===== src/rtl/ep_fifo_pkg.sv =====
package ep_fifo_pkg;
  typedef struct packed {
    logic split;
    logic dbl_in;
    logic dbl_out;
    logic dir_in;
  } ep_cfg_t;

  function automatic int ep_max_bytes(int ep);
    return (ep == 0) ? 64 : (64 << ep);
  endfunction
endpackage


===== src/rtl/ep_bank_ram.sv =====
module ep_bank_ram #(
  parameter int DEPTH = 64,
  parameter int W     = 8,
  localparam int BAW  = $clog2(DEPTH)
) (
  input  logic           clk,
  input  logic           rst,
  input  logic           we,
  input  logic [BAW-1:0] waddr,
  input  logic [W-1:0]   wdata,
  input  logic           re,
  input  logic [BAW-1:0] raddr,
  output logic [W-1:0]   rdata
);
  logic [W-1:0] mem [DEPTH];

  always_ff @(posedge clk) begin
    if (we) mem[waddr] <= wdata;
  end

  always_ff @(posedge clk) begin
    if (rst)     rdata <= '0;
    else if (re) rdata <= mem[raddr];
  end
endmodule


===== src/rtl/ep_pkt_chan.sv =====
module ep_pkt_chan #(
  parameter int AW = 7,
  localparam int PW = AW + 1
) (
  input  logic          clk,
  input  logic          rst,
  input  logic          flush,
  input  logic          en,
  input  logic          dbl,
  input  logic [PW-1:0] base,
  input  logic [PW-1:0] region_sz,
  input  logic          p_wr,
  input  logic          p_commit,
  input  logic          c_rd,
  input  logic          c_release,
  output logic          wr_en,
  output logic [AW-1:0] wr_addr,
  output logic          rd_en,
  output logic [AW-1:0] rd_addr,
  output logic          full,
  output logic          avail,
  output logic          ovr,
  output logic          und
);
  logic [PW-1:0]       wptr, rptr;
  logic                fill_s, drain_s;
  logic [1:0]          rdy;
  logic [1:0][PW-1:0]  len;
  logic [PW-1:0]       slot_sz, wsum, rsum, wcount;
  logic                cm_ok, rl_ok;

  assign slot_sz = dbl ? (region_sz >> 1) : region_sz;
  assign full    = !en || rdy[fill_s];
  assign avail   = en && rdy[drain_s];

  assign wr_en  = !flush && p_wr && !full && (wptr < slot_sz);
  assign rd_en  = !flush && c_rd && avail && (rptr < len[drain_s]);
  assign cm_ok  = !flush && p_commit && !full;
  assign rl_ok  = !flush && c_release && avail;
  assign wcount = wptr + PW'(wr_en);

  assign wsum    = base + (fill_s  ? slot_sz : '0) + wptr;
  assign rsum    = base + (drain_s ? slot_sz : '0) + rptr;
  assign wr_addr = wsum[AW-1:0];
  assign rd_addr = rsum[AW-1:0];

  always_ff @(posedge clk) begin
    if (rst || flush) begin
      wptr    <= '0;
      rptr    <= '0;
      fill_s  <= 1'b0;
      drain_s <= 1'b0;
      rdy     <= '0;
      len     <= '0;
      ovr     <= 1'b0;
      und     <= 1'b0;
    end else begin
      ovr <= (p_wr && !wr_en) || (p_commit && !cm_ok);
      und <= c_rd && !rd_en;
      if (cm_ok) begin
        wptr        <= '0;
        rdy[fill_s] <= 1'b1;
        len[fill_s] <= wcount;
        fill_s      <= dbl ? ~fill_s : 1'b0;
      end else begin
        wptr <= wcount;
      end
      if (rl_ok) begin
        rptr         <= '0;
        rdy[drain_s] <= 1'b0;
        drain_s      <= dbl ? ~drain_s : 1'b0;
      end else if (rd_en) begin
        rptr <= rptr + 1'b1;
      end
    end
  end
endmodule


===== src/rtl/ep_dbuf_fifo.sv =====
module ep_dbuf_fifo
  import ep_fifo_pkg::*;
#(
  parameter int EP_NUM = 1
) (
  input  logic       clk,
  input  logic       rst,
  input  logic       cfg_split,
  input  logic       cfg_dbl_in,
  input  logic       cfg_dbl_out,
  input  logic       cfg_dir_in,
  input  logic       cpu_wr,
  input  logic [7:0] cpu_wdata,
  input  logic       cpu_rd,
  output logic [7:0] cpu_rdata,
  input  logic       cpu_in_commit,
  input  logic       cpu_out_release,
  input  logic       usb_wr,
  input  logic [7:0] usb_wdata,
  input  logic       usb_out_commit,
  input  logic       usb_rd,
  output logic [7:0] usb_rdata,
  input  logic       usb_in_release,
  output logic       in_full,
  output logic       in_avail,
  output logic       out_full,
  output logic       out_avail,
  output logic       cpu_overrun,
  output logic       cpu_underrun,
  output logic       usb_overrun,
  output logic       usb_underrun
);
  localparam int  MAXB = ep_max_bytes(EP_NUM);
  localparam int  AW   = $clog2(MAXB);
  localparam int  PW   = AW + 1;
  localparam int  HALF = MAXB / 2;
  localparam int  BAW  = AW - 1;
  localparam bit  CFGABLE = (EP_NUM != 0);

  ep_cfg_t cfg_in, cfg_q;
  logic    flush;

  assign cfg_in.split   = CFGABLE && cfg_split;
  assign cfg_in.dbl_in  = CFGABLE && cfg_dbl_in;
  assign cfg_in.dbl_out = CFGABLE && cfg_dbl_out;
  assign cfg_in.dir_in  = cfg_dir_in;
  assign flush          = (cfg_in != cfg_q);

  always_ff @(posedge clk) cfg_q <= cfg_in;

  logic [PW-1:0] region_sz, out_base;
  logic          in_en, out_en, out_dbl;
  assign region_sz = cfg_q.split ? PW'(HALF) : PW'(MAXB);
  assign out_base  = cfg_q.split ? PW'(HALF) : '0;
  assign in_en     = cfg_q.split || cfg_q.dir_in;
  assign out_en    = cfg_q.split || !cfg_q.dir_in;
  assign out_dbl   = cfg_q.split ? cfg_q.dbl_out : cfg_q.dbl_in;

  logic          in_we, in_re, out_we, out_re;
  logic [AW-1:0] in_wa, in_ra, out_wa, out_ra;

  ep_pkt_chan #(.AW(AW)) u_in (
    .clk(clk), .rst(rst), .flush(flush), .en(in_en), .dbl(cfg_q.dbl_in),
    .base('0), .region_sz(region_sz),
    .p_wr(cpu_wr), .p_commit(cpu_in_commit),
    .c_rd(usb_rd), .c_release(usb_in_release),
    .wr_en(in_we), .wr_addr(in_wa), .rd_en(in_re), .rd_addr(in_ra),
    .full(in_full), .avail(in_avail), .ovr(cpu_overrun), .und(usb_underrun)
  );

  ep_pkt_chan #(.AW(AW)) u_out (
    .clk(clk), .rst(rst), .flush(flush), .en(out_en), .dbl(out_dbl),
    .base(out_base), .region_sz(region_sz),
    .p_wr(usb_wr), .p_commit(usb_out_commit),
    .c_rd(cpu_rd), .c_release(cpu_out_release),
    .wr_en(out_we), .wr_addr(out_wa), .rd_en(out_re), .rd_addr(out_ra),
    .full(out_full), .avail(out_avail), .ovr(usb_overrun), .und(cpu_underrun)
  );

  logic [7:0] bq [2];

  for (genvar b = 0; b < 2; b++) begin : g_bank
    logic in_wh, out_wh, in_rh, out_rh;
    assign in_wh  = in_we  && (in_wa[AW-1]  == 1'(b));
    assign out_wh = out_we && (out_wa[AW-1] == 1'(b));
    assign in_rh  = in_re  && (in_ra[AW-1]  == 1'(b));
    assign out_rh = out_re && (out_ra[AW-1] == 1'(b));

    ep_bank_ram #(.DEPTH(HALF), .W(8)) u_ram (
      .clk(clk), .rst(rst),
      .we(in_wh || out_wh),
      .waddr(in_wh ? in_wa[BAW-1:0] : out_wa[BAW-1:0]),
      .wdata(in_wh ? cpu_wdata : usb_wdata),
      .re(in_rh || out_rh),
      .raddr(in_rh ? in_ra[BAW-1:0] : out_ra[BAW-1:0]),
      .rdata(bq[b])
    );
  end

  logic cpu_ok_q, cpu_sel_q, usb_ok_q, usb_sel_q;

  always_ff @(posedge clk) begin
    if (rst) begin
      cpu_ok_q  <= 1'b0;
      cpu_sel_q <= 1'b0;
      usb_ok_q  <= 1'b0;
      usb_sel_q <= 1'b0;
    end else begin
      if (cpu_rd) begin
        cpu_ok_q  <= out_re;
        cpu_sel_q <= out_ra[AW-1];
      end
      if (usb_rd) begin
        usb_ok_q  <= in_re;
        usb_sel_q <= in_ra[AW-1];
      end
    end
  end

  assign cpu_rdata = cpu_ok_q ? bq[cpu_sel_q] : 8'h00;
  assign usb_rdata = usb_ok_q ? bq[usb_sel_q] : 8'h00;
endmodule


===== config.mk =====
export PLATFORM = sky130hd
export DESIGN_NAME = ep_dbuf_fifo
export DESIGN_NICKNAME = d
export VERILOG_FILES = /design/src/rtl/ep_fifo_pkg.sv /design/src/rtl/ep_bank_ram.sv /design/src/rtl/ep_pkt_chan.sv /design/src/rtl/ep_dbuf_fifo.sv
export SDC_FILE = /design/constraint.sdc
export NUM_CORES = 2
export LEC_CHECK = 0
export BUFFER_PORTS_ARGS = -buffer_cell sky130_fd_sc_hd__buf_4
export CAP_MARGIN = 30
export CORE_UTILIZATION = 25
export DETAILED_ROUTE_END_ITERATION = 8
export GPL_ROUTABILITY_DRIVEN = 1
export PLACE_DENSITY = 0.49
export SLEW_MARGIN = 10
export SYNTH_ARGS = -nofsm -noshare
export SYNTH_HDL_FRONTEND = slang
export SYNTH_HIERARCHICAL = 1
export SYNTH_SLANG_ARGS = --single-unit

===== constraint.sdc =====
create_clock -name clk -period 5.3 [get_ports clk]
set_input_delay 1.06 -clock clk [delete_from_list [all_inputs] [get_ports clk]]
set_output_delay 1.06 -clock clk [all_outputs]
set_load 0.1 [all_outputs]

==> flow_summary.json <==
{
  "status": "finished, violations left",
  "violations": "design-rule violations",
  "clk_path_buf_depth": 3,
  "clkTransAtPathRegs_ns": 0.07,
  "ys_types": 75,
  "yosysMostFrequentCell": "edfxtp_1",
  "post_synth.cell_area_avg_um2": 16.8,
  "rows": 159,
  "whs_path_depth": 1,
  "drt_iter0_drc": 1845,
  "max_stage_delay_ns": 0.74,
  "dp_hpwl_mm": 80.6,
  "antenna_left": 0,
  "grt_pass1_vias": 26100,
  "max-cap-violations": 0,
  "critPathMaxFanout": 18,
  "slew_headroom": 0.326,
  "max_freq_ghz": 0.200,
  "hp-start": "cfg_dir_in",
  "reg2reg_to": "g_bank[1].u_ram/rdata[5]",
  "antenna_found_initial": 4,
  "async_reset_ff_frac": 0,
  "setup_slack_ns": 0.303,
  "pwr_density_cell_mw_per_mm2": 334,
  "cts_setup_buffers": 0,
  "die_w_um": 437,
  "wirelength_mm": 124,
  "synth.top_cell.area_share": 0.651,
  "port_buffers": 53,
  "fin_tns_setup_ns": 0,
  "fin_skew_ns": 0.0373,
  "vias_per_cell": 4.48,
  "rrSetupSlack_ns": 0.30,
  "drc": 8,
  "numCtsBuffers": 120,
  "tritoncts": "yes",
  "drive_gt1_frac": 0.196,
  "final_max_slew_viol_count": 0,
  "coreArea_mm2": 0.188,
  "worstHoldEndpoint": "cfg_q[0]",
  "drtPass1Iterations": 9,
  "cp_slowest_cell": "a211oi_2",
  "syn_area_mm2": 0.0473,
  "synthToLayoutAreaGrowth_pct": 18.6,
  "grt_usage": 0.128,
  "path_cells": "mux2i_1 -> ha_1 -> nand4_1 -> a211oi_2 -> a211oi_4 -> nand2_1 -> mux2_4 -> buf_12 -> mux4_2 -> a22oi_1 -> nand4_1 -> a221o_1",
  "crit_type": "reg2reg",
  "ctsHoldBuffers": 0,
  "r2r_cells": 12,
  "use_met2": 0.214,
  "grt_overflow": 0,
  "synth-seq-area-share": 0.693,
  "grt_pass1_wl_mm": 180,
  "grt_busiest_layer": "met2",
  "r2r-start": "u_in/drain_s",
  "place_ws_ns": 0.0157,
  "rsz0062_at_grt": "no",
  "hold_class": "in2reg",
  "cp-start-kind": "flop",
  "worstSkewPairLatency_ns": 0.75,
  "synth_area_leaders": "edfxtp_1, mux2i_1, mux4_2, dfxtp_1, a22oi_1",
  "die_height_um": 437,
  "die-area_mm2": 0.191,
  "grtUsageMet3": 0.0179,
  "synth_edf_count": 1024,
  "htreeDepth": 3,
  "multi_input_area_mm2": 0.0138,
  "fillers": 18600,
  "gp_congestion": 0.766,
  "cts_sinks": 1124,
  "yosysWarningCount": 6,
  "met1_usage": 0.174,
  "final-hold-violation-count": 0,
  "fin_crit_sh": 0.943,
  "leakagePower_nw": 18.7,
  "synth_top_area_cell": "edfxtp_1",
  "root_buffer": "clkbuf_16",
  "vdd_ir_drop_max_uv": 257,
  "ys_seq_elements": 1124,
  "tightest_slew_ns": 1.00,
  "fin_crit_ns": 5.00,
  "cts_resized": 0,
  "cpMostUsedCell": "nand4_1",
  "syn_inst": 2810,
  "wl_per_cell_um": 21.7,
  "regArea_mm2": 0.0328,
  "synthFlopType": "edfxtp_1",
  "yosys-top-cells-count": "edfxtp_1, mux2i_1, nor2_1, a22oi_1, mux4_2",
  "setup_viol": 0,
  "via_count": 25600,
  "worstPathArrival_ns": 5.60,
  "crit_required_ns": 5.91,
  "finish.net_count": 3221,
  "num_io_pins": 54,
  "grt_max_degree": 65,
  "start_util": 0.252,
  "cp-end-kind": "flop"
}
## power by group
group	leakage [nW]	internal, mW	total [mW]	switching [mW]
logic	6.88	0.340	0.981	0.641
clock network	1.83	4.59	8.08	3.49
registers	10.0	9.68	9.69	0.00884
total	18.7	14.6	18.8	4.14
## flip-flops by register name, summed over array words and instances (netlist names), 2 cells and up
signal	count
g_bank.u_ram/mem	1024
g_bank.u_ram/rdata	16
u_in/len	16
u_out/len	16
u_in/rptr	8
u_in/wptr	8
u_out/rptr	8
u_out/wptr	8
cfg_q	4
u_in/rdy	2
u_out/rdy	2
## area by class of cell
class | count | share of cell area
diodes | 4 | 0.000178
well taps | 2495 | 0.0557
clock buffers | 152 | 0.0570
flip-flops and latches | 1124 | 0.584
clock inverters | 74 | 0.0104
repair buffers | 282 | 0.0438
multi-input cells | 1527 | 0.245
inverters | 54 | 0.00361
## cell usage in the layout, fill, tap and decap left out, types with 28 or more instances in the layout
cell type / synthesis / layout
dfxtp_1: 100 / 100
a22oi_1: 192 / 192
nand4_1: 43 / 43
conb_1: 1 / 47
nor2_1: 211 / 209
fa_1: 28 / 28
mux2_2: 36 / 32
mux2i_1: 323 / 323
buf_4: 2 / 255
clkbuf_16: 0 / 121
ha_1: 54 / 54
xnor2_1: 37 / 37
nor2b_1: 38 / 36
clkinv_1: 0 / 36
inv_1: 52 / 52
nand2_1: 58 / 58
edfxtp_1: 1024 / 1024
nand3_1: 83 / 83
mux4_2: 112 / 112
## worst max-delay path by stage
stage / from / endpoint / slack (ns) / cells after the start
2_1_floorplan: cfg_dbl_in / g_bank[1].u_ram/rdata[5] / 0.73 / 12
3_3_place_gp: cfg_dbl_in / g_bank[1].u_ram/rdata[5] / 0.04 / 13
3_5_place_dp: cfg_dbl_in / g_bank[1].u_ram/rdata[5] / 0.02 / 13
4_1_cts: u_in/drain_s / g_bank[1].u_ram/rdata[5] / 0.30 / 12
5_1_grt: u_in/drain_s / g_bank[1].u_ram/rdata[5] / 0.13 / 12
6_report: u_in/drain_s / g_bank[1].u_ram/rdata[5] / 0.30 / 12
## stage by stage
stage               instance area [um^2]  hold slack, ns  power (mW)  std cells   util
finish                             56100           0.433        18.8       5712  0.299
detailed placement                 52300           0.487        10.9       5481  0.278
global placement                   52300           0.466        10.9       5479  0.278
CTS                                56100           0.354        19.0       5707  0.299
global route                       56100           0.380        19.3       5709  0.299
floorplan                          47400           0.447        10.5       2856      -
## per-layer routing
| layer | vias to the layer above | wire [um] |
|---|---|---|
| met3 | 159 | 4480 |
| met4 | 0 | 2520 |
| li1 | 11700 | - |
| met2 | 445 | 60700 |
| met1 | 13300 | 56300 |
| met5 | - | 0 |
## logic make-up after synthesis
logic type | synth area share
flip-flops | 0.693
AND/OR/NAND/NOR | 0.0559
multiplexers | 0.142
AO/OA/AOI/OAI | 0.0531
buffers and inverters | 0.0208
adder cells (fa/ha/maj) | 0.0262
XOR/XNOR | 0.00871
other | 0.0000793
## worst max-delay path, delay by kind of cell (launching register included)
kind / cells / cell delay, ns
adder cells (fa/ha/maj): 1 / 0.35
AND/OR/NAND/NOR: 3 / 0.60
multiplexers: 3 / 1.21
buffers and inverters: 1 / 0.23
flip-flops: 1 / 0.70
AO/OA/AOI/OAI: 4 / 1.74
No activity file was read; power rests on OpenSTA's default activity.
